`config.mk`:
```
export PLATFORM = sky130hd
export DESIGN_NAME = periph_irq_hub
export DESIGN_NICKNAME = d
export VERILOG_FILES = /design/src/rtl/periph_irq_pkg.sv /design/src/rtl/periph_irq_dec.sv /design/src/rtl/periph_irq_evt.sv /design/src/rtl/periph_irq_regs.sv /design/src/rtl/periph_irq_hub.sv
export SDC_FILE = /design/constraint.sdc
export NUM_CORES = 1
export LEC_CHECK = 0
export BUFFER_PORTS_ARGS = -buffer_cell sky130_fd_sc_hd__buf_2
export CORE_MARGIN = 4
export CORE_UTILIZATION = 60
export CTS_CLUSTER_DIAMETER = 30
export DETAILED_ROUTE_END_ITERATION = 16
export PLACE_DENSITY = 0.79
export SYNTH_ARGS = -nofsm -noshare
export SYNTH_HDL_FRONTEND = slang
export SYNTH_SLANG_ARGS = --single-unit
```
`constraint.sdc`:
```
create_clock -name clk_i -period 7.4 [get_ports clk_i]
set_clock_uncertainty 0.15 [all_clocks]
set_input_delay 1.11 -clock clk_i [delete_from_list [all_inputs] [get_ports clk_i]]
set_output_delay 1.11 -clock clk_i [all_outputs]
set_load 0.01 [all_outputs]
```
`src/rtl/periph_irq_pkg.sv`:
```
package periph_irq_pkg;
  localparam int N_PERIPH = 4;
  localparam int ADDR_W   = 16;
  localparam int WIN_W    = 8;

  localparam logic [WIN_W-1:0] OFF_LIVE   = 8'h10;
  localparam logic [WIN_W-1:0] OFF_MODE   = 8'h11;
  localparam logic [WIN_W-1:0] OFF_ARM_HI = 8'h12;
  localparam logic [WIN_W-1:0] OFF_ARM_LO = 8'h13;
  localparam logic [WIN_W-1:0] OFF_W1C    = 8'h14;
  localparam logic [WIN_W-1:0] OFF_EN_SET = 8'h15;
  localparam logic [WIN_W-1:0] OFF_EN_CLR = 8'h16;
  localparam logic [WIN_W-1:0] OFF_LATCH  = 8'h18;

  function automatic logic [ADDR_W-1:0] win_base(input int p);
    case (p)
      0:       win_base = 16'h0900;
      1:       win_base = 16'h2400;
      2:       win_base = 16'hC000;
      default: win_base = 16'hC100;
    endcase
  endfunction
endpackage

```
`src/rtl/periph_irq_dec.sv`:
```
module periph_irq_dec
  import periph_irq_pkg::*;
#(
  parameter int N_WIN = N_PERIPH
) (
  input  logic [ADDR_W-1:0] addr_i,
  output logic [N_WIN-1:0]  sel_o,
  output logic [WIN_W-1:0]  off_o
);
  assign off_o = addr_i[WIN_W-1:0];

  for (genvar p = 0; p < N_WIN; p++) begin : g_win
    localparam logic [ADDR_W-1:0] BASE = win_base(p);
    assign sel_o[p] = (addr_i[ADDR_W-1:WIN_W] == BASE[ADDR_W-1:WIN_W]);
  end
endmodule

```
`src/rtl/periph_irq_evt.sv`:
```
module periph_irq_evt #(
  parameter int N_SRC = 8
) (
  input  logic             clk_i,
  input  logic             rst_ni,
  input  logic [N_SRC-1:0] src_i,
  input  logic [N_SRC-1:0] mode_i,
  input  logic [N_SRC-1:0] arm_hi_i,
  input  logic [N_SRC-1:0] arm_lo_i,
  output logic [N_SRC-1:0] evt_o
);
  logic [N_SRC-1:0] src_q, rise, fall, lvl_hit, edge_hit;

  always_ff @(posedge clk_i or negedge rst_ni) begin
    if (!rst_ni) src_q <= '0;
    else         src_q <= src_i;
  end

  assign rise     = src_i & ~src_q;
  assign fall     = ~src_i & src_q;
  assign edge_hit = (rise & arm_hi_i) | (fall & arm_lo_i);
  assign lvl_hit  = (src_i & arm_hi_i) | (~src_i & arm_lo_i);
  assign evt_o    = (mode_i & edge_hit) | (~mode_i & lvl_hit);
endmodule

```
`src/rtl/periph_irq_regs.sv`:
```
module periph_irq_regs
  import periph_irq_pkg::*;
#(
  parameter int N_SRC = 8
) (
  input  logic             clk_i,
  input  logic             rst_ni,
  input  logic             sel_i,
  input  logic             we_i,
  input  logic [WIN_W-1:0] off_i,
  input  logic [N_SRC-1:0] wdata_i,
  input  logic [N_SRC-1:0] src_i,
  output logic [N_SRC-1:0] rdata_o,
  output logic [N_SRC-1:0] lat_o,
  output logic [N_SRC-1:0] en_o,
  output logic [N_SRC-1:0] evt_o,
  output logic             irq_o
);
  logic [N_SRC-1:0] mode_q, arm_hi_q, arm_lo_q, en_q, lat_q, clr;
  logic             wr;

  assign wr  = sel_i & we_i;
  assign clr = (wr && off_i == OFF_W1C) ? wdata_i : '0;

  periph_irq_evt #(.N_SRC(N_SRC)) evt_u (
    .clk_i    (clk_i),
    .rst_ni   (rst_ni),
    .src_i    (src_i),
    .mode_i   (mode_q),
    .arm_hi_i (arm_hi_q),
    .arm_lo_i (arm_lo_q),
    .evt_o    (evt_o)
  );

  always_ff @(posedge clk_i or negedge rst_ni) begin
    if (!rst_ni) begin
      mode_q   <= '0;
      arm_hi_q <= '0;
      arm_lo_q <= '0;
      en_q     <= '0;
      lat_q    <= '0;
    end else begin
      // clear beats a same-edge event
      lat_q <= (lat_q | evt_o) & ~clr;
      if (wr) begin
        case (off_i)
          OFF_MODE:   mode_q   <= wdata_i;
          OFF_ARM_HI: arm_hi_q <= wdata_i;
          OFF_ARM_LO: arm_lo_q <= wdata_i;
          OFF_EN_SET: en_q     <= en_q | wdata_i;
          OFF_EN_CLR: en_q     <= en_q & ~wdata_i;
          default: ;
        endcase
      end
    end
  end

  always_comb begin
    rdata_o = '0;
    if (sel_i) begin
      case (off_i)
        OFF_LIVE:               rdata_o = src_i;
        OFF_MODE:               rdata_o = mode_q;
        OFF_ARM_HI:             rdata_o = arm_hi_q;
        OFF_ARM_LO:             rdata_o = arm_lo_q;
        OFF_EN_SET, OFF_EN_CLR: rdata_o = en_q;
        OFF_LATCH:              rdata_o = lat_q;
        default:                rdata_o = '0;
      endcase
    end
  end

  assign lat_o = lat_q;
  assign en_o  = en_q;
  assign irq_o = |(lat_q & en_q);
endmodule

```
`src/rtl/periph_irq_hub.sv`:
```
module periph_irq_hub
  import periph_irq_pkg::*;
#(
  parameter int N_SRC = 8
) (
  input  logic                      clk_i,
  input  logic                      rst_ni,
  input  logic [ADDR_W-1:0]         addr_i,
  input  logic                      we_i,
  input  logic [N_SRC-1:0]          wdata_i,
  output logic [N_SRC-1:0]          rdata_o,
  input  logic [N_PERIPH*N_SRC-1:0] src_i,
  output logic                      irq_o
);
  localparam int N_ALL = N_PERIPH * N_SRC;

  logic [N_PERIPH-1:0] sel, irq_u;
  logic [WIN_W-1:0]    off;
  logic [N_SRC-1:0]    rd_u [N_PERIPH];
  logic [N_ALL-1:0]    lat_all, en_all, evt_all;

  periph_irq_dec #(.N_WIN(N_PERIPH)) dec_u (
    .addr_i (addr_i),
    .sel_o  (sel),
    .off_o  (off)
  );

  for (genvar p = 0; p < N_PERIPH; p++) begin : g_unit
    periph_irq_regs #(.N_SRC(N_SRC)) regs_u (
      .clk_i   (clk_i),
      .rst_ni  (rst_ni),
      .sel_i   (sel[p]),
      .we_i    (we_i),
      .off_i   (off),
      .wdata_i (wdata_i),
      .src_i   (src_i[p*N_SRC +: N_SRC]),
      .rdata_o (rd_u[p]),
      .lat_o   (lat_all[p*N_SRC +: N_SRC]),
      .en_o    (en_all[p*N_SRC +: N_SRC]),
      .evt_o   (evt_all[p*N_SRC +: N_SRC]),
      .irq_o   (irq_u[p])
    );
  end

  always_comb begin
    rdata_o = '0;
    for (int p = 0; p < N_PERIPH; p++) rdata_o = rdata_o | rd_u[p];
  end

  assign irq_o = |irq_u;
endmodule

```
==> impl_metrics.py <==
metrics = {
    "hold_path": {
        "worstHoldPathType": "register to register",
        "min_from": "g_unit[2].regs_u.arm_lo_q[4]",
    },
    "clocking": {
        "cts_made_buffers": 17,
        "cts-root-buf": "clkbuf_16",
        "htreeDepth": 4,
        "post_cts_resized": 0,
        "clk_latency_ps": 450,
        "clk_pin_slew_worst_paths_ps": 70,
        "cts_tree": "built",
        "postCtsSetupRepairBufs": 0,
        "cts_max_path_buffers": 2,
        "clock_sinks": 192,
        "postCtsHoldBufs": 0,
    },
    "place": {
        "dp_slack_ps": 2011,
        "dpl.hpwl_um": 19930,
        "routabilityCongestion": 0.9922,
        "post_dp_cell_area_mm2": 0.01019,
        "port_buffers": 67,
    },
    "power_and_ir_drop": {
        "combPwrFrac_pct": 6.1,
        "internal-power_w": 0.001657,
        "peakVddDrop_mv": 0.1825,
        "pwr_density_cell_mw_per_mm2": 204.5,
        "leakagePower_nw": 4.701,
        "switchingPower_w": 0.0005560,
        "p_seq_share_pct": 48.8,
        "swShare_pct": 25.12,
        "p_clk_share_pct": 45.1,
    },
    "synthesis": {
        "synth_top_cell_by_area": "dfrtp_1",
        "synth_most_common_cell": "dfrtp_1",
        "synthesis.area_mm2": 0.009757,
        "ys.flop_type": "dfrtp_1",
        "yosysWarnings": 0,
        "syn_avg_cell_area_um2": 10.98,
        "ys_types": 60,
        "async_flop_share_pct": 100.0,
        "synth_nets": 948,
        "synth_seq_area_share_pct": 49.24,
        "ys_ff_latch": 192,
        "netlist.area_leader.share_pct": 49.24,
        "synthCells": 889,
        "synth_edf_count": 0,
        "synthTopCellsByArea": "dfrtp_1 (49%), mux2_2 (14%), a21oi_1 (3.5%), a22oi_1 (2.7%), a311oi_1 (2.6%)",
        "yosys-top-cells-count": "dfrtp_1 (192), mux2_2 (121), a21oi_1 (69)",
    },
    "timing": {
        "setup_viol": 0,
        "period_share_pct": 73.88,
        "period_needed_ps": 5467,
        "relSlewSlack_pct": 19.50,
        "finalHoldViolations": 0,
        "max_freq_mhz": 182.9,
        "finalSetupTns_ps": 0,
        "worst_slew_pin_slew_ps": 1205,
        "worst_slack_ps": 1933,
        "report.final.slew_viol_count": 0,
        "rsz0062_at_grt": "no",
        "hold_ws_ps": 380.5,
    },
    "critical_path": {
        "path_common_cell": "buf_2",
        "cp_max_fo": 31,
        "crit_path_start": "addr_i[1]",
        "critical_path_buf_inv_count": 3,
        "slowest_stage": "buf_2",
        "cpPeakStageDelay_ps": 730,
        "startpoint_type": "input pin",
        "cp.arrival_ps": 4210,
        "cp.required_ps": 6140,
        "worstPathCellList": "buf_2 -> buf_4 -> nor2b_1 -> o211a_1 -> a221oi_1 -> o22ai_1 -> a2111o_1 -> buf_2",
        "path_class": "input pin to primary output",
        "crit_family": "compound AO/OA/AOI/OAI gates",
        "worstReg2RegStart": "g_unit[1].regs_u.mode_q[5]",
        "endpoint_kind": "primary output",
    },
    "global_routing": {
        "grt_max_degree": 114,
        "first_global_vias": 7699,
        "antenna_found_initial": 0,
        "grt_pass1_wl_um": 46490,
        "grt_usage_pct": 33.77,
        "overflow": 0,
    },
    "die": {
        "die_w_um": 135.5,
        "start_util_pct": 61.42,
        "core_area_mm2": 0.01589,
        "fp-row-count": 46,
        "ioPinCount": 68,
        "die_area_mm2": 0.01837,
        "dieHeight_um": 135.5,
    },
    "status": {
        "status": "completed",
    },
    "layout": {
        "n_antenna_cell": 0,
        "nNetsFinal": 985,
        "final_util_pct": 68.12,
        "design_area_mm2": 0.01082,
        "syn2layout_area_growth_pct": 10.90,
        "drive_gt1_share_pct": 27.48,
    },
    "job": {
        "max-cap-violations": 0,
    },
    "detailed_routing": {
        "drt_iter0_markers": 1053,
        "drtPass1Iterations": 6,
        "wire_per_inst_um": 25.85,
        "drc": 0,
        "wl_um": 29860,
        "routed_via_density": 6.958,
        "drtAntennaViolNets": 0,
        "vias": 8036,
    },
}
-- cell type report --
cell class                      instances  area (µm²)
Inverter                               30       112.6
Tap cell                              216       270.3
Fill cell                            1230        5065
Clock buffer                           18       439.2
Sequential cell                       192        4805
Multi-Input combinational cell        612        4613
Clock inverter                         14       191.4
Timing Repair Buffer                   73       389.1
-- worst paths after layout --
check / cells after the start / slack (ps) / to
worst max-delay path: 8 / 1930 / rdata_o[5]
worst min-delay path: 1 / 380 / g_unit[2].regs_u.arm_lo_q[4]
worst max register to register: 5 / 5890 / g_unit[1].regs_u.lat_o[5]
worst min register to register: 1 / 380 / g_unit[2].regs_u.arm_lo_q[4]
max in group asynchronous: 2 / 4900 / g_unit[2].regs_u.arm_hi_q[1]
min in group asynchronous: 1 / 630 / g_unit[1].regs_u.mode_q[7]
-- power groups by stage --
stage | sequential, W | clock, W | combinational, W
after floorplan | 0.00109 | 0 | 0.0000595
after global placement | 0.00110 | 0 | 0.000129
after detailed placement | 0.00110 | 0 | 0.000131
after CTS | 0.00108 | 0.00100 | 0.000132
after global routing | 0.00108 | 0.00105 | 0.000144
final | 0.00108 | 0.000999 | 0.000134
-- routing by layer --
layer / GRT usage [%] / part of all wire [%] / up-vias
met4: 11.76 / 3.8 / 0
met2: 51.41 / 46 / 466
met3: 7.578 / 8.9 / 101
met1: 48.29 / 42 / 4047
met5: 0 / 0 / -
li1: - / - / 3422
-- cell usage in the layout (no fill, tap or decap), types with 11 or more instances in the layout --
master and count:
mux2_2 121, a22oi_1 35, a311oi_1 29, nand2_1 58
nor2_1 51, nor2_2 11, a31oi_1 24, mux2i_1 24
buf_2 66, a21oi_1 69, clkbuf_16 17, mux4_2 11
o21ai_0 42, nand3_1 16, inv_1 30, dfrtp_1 192
and3_1 13
-- metrics by stage --
step,cells,total power (W)
floorplan,889,0.001154
global placement,1123,0.001229
detailed placement,1123,0.001231
CTS,1155,0.002215
global route,1155,0.002280
finish,1155,0.002213
-- logic make-up (layout without fill, tap and decap cells) --
kind of cell	count (synthesis)	in the layout	synth area share [%]
xor+xnor	5	5	0.4488
compound gates	255	255	17.38
flops	192	192	49.24
mux	156	156	18.97
simple gates	196	196	10.35
buf+inv	85	135	3.616
No activity file was read; power rests on OpenSTA's default activity.
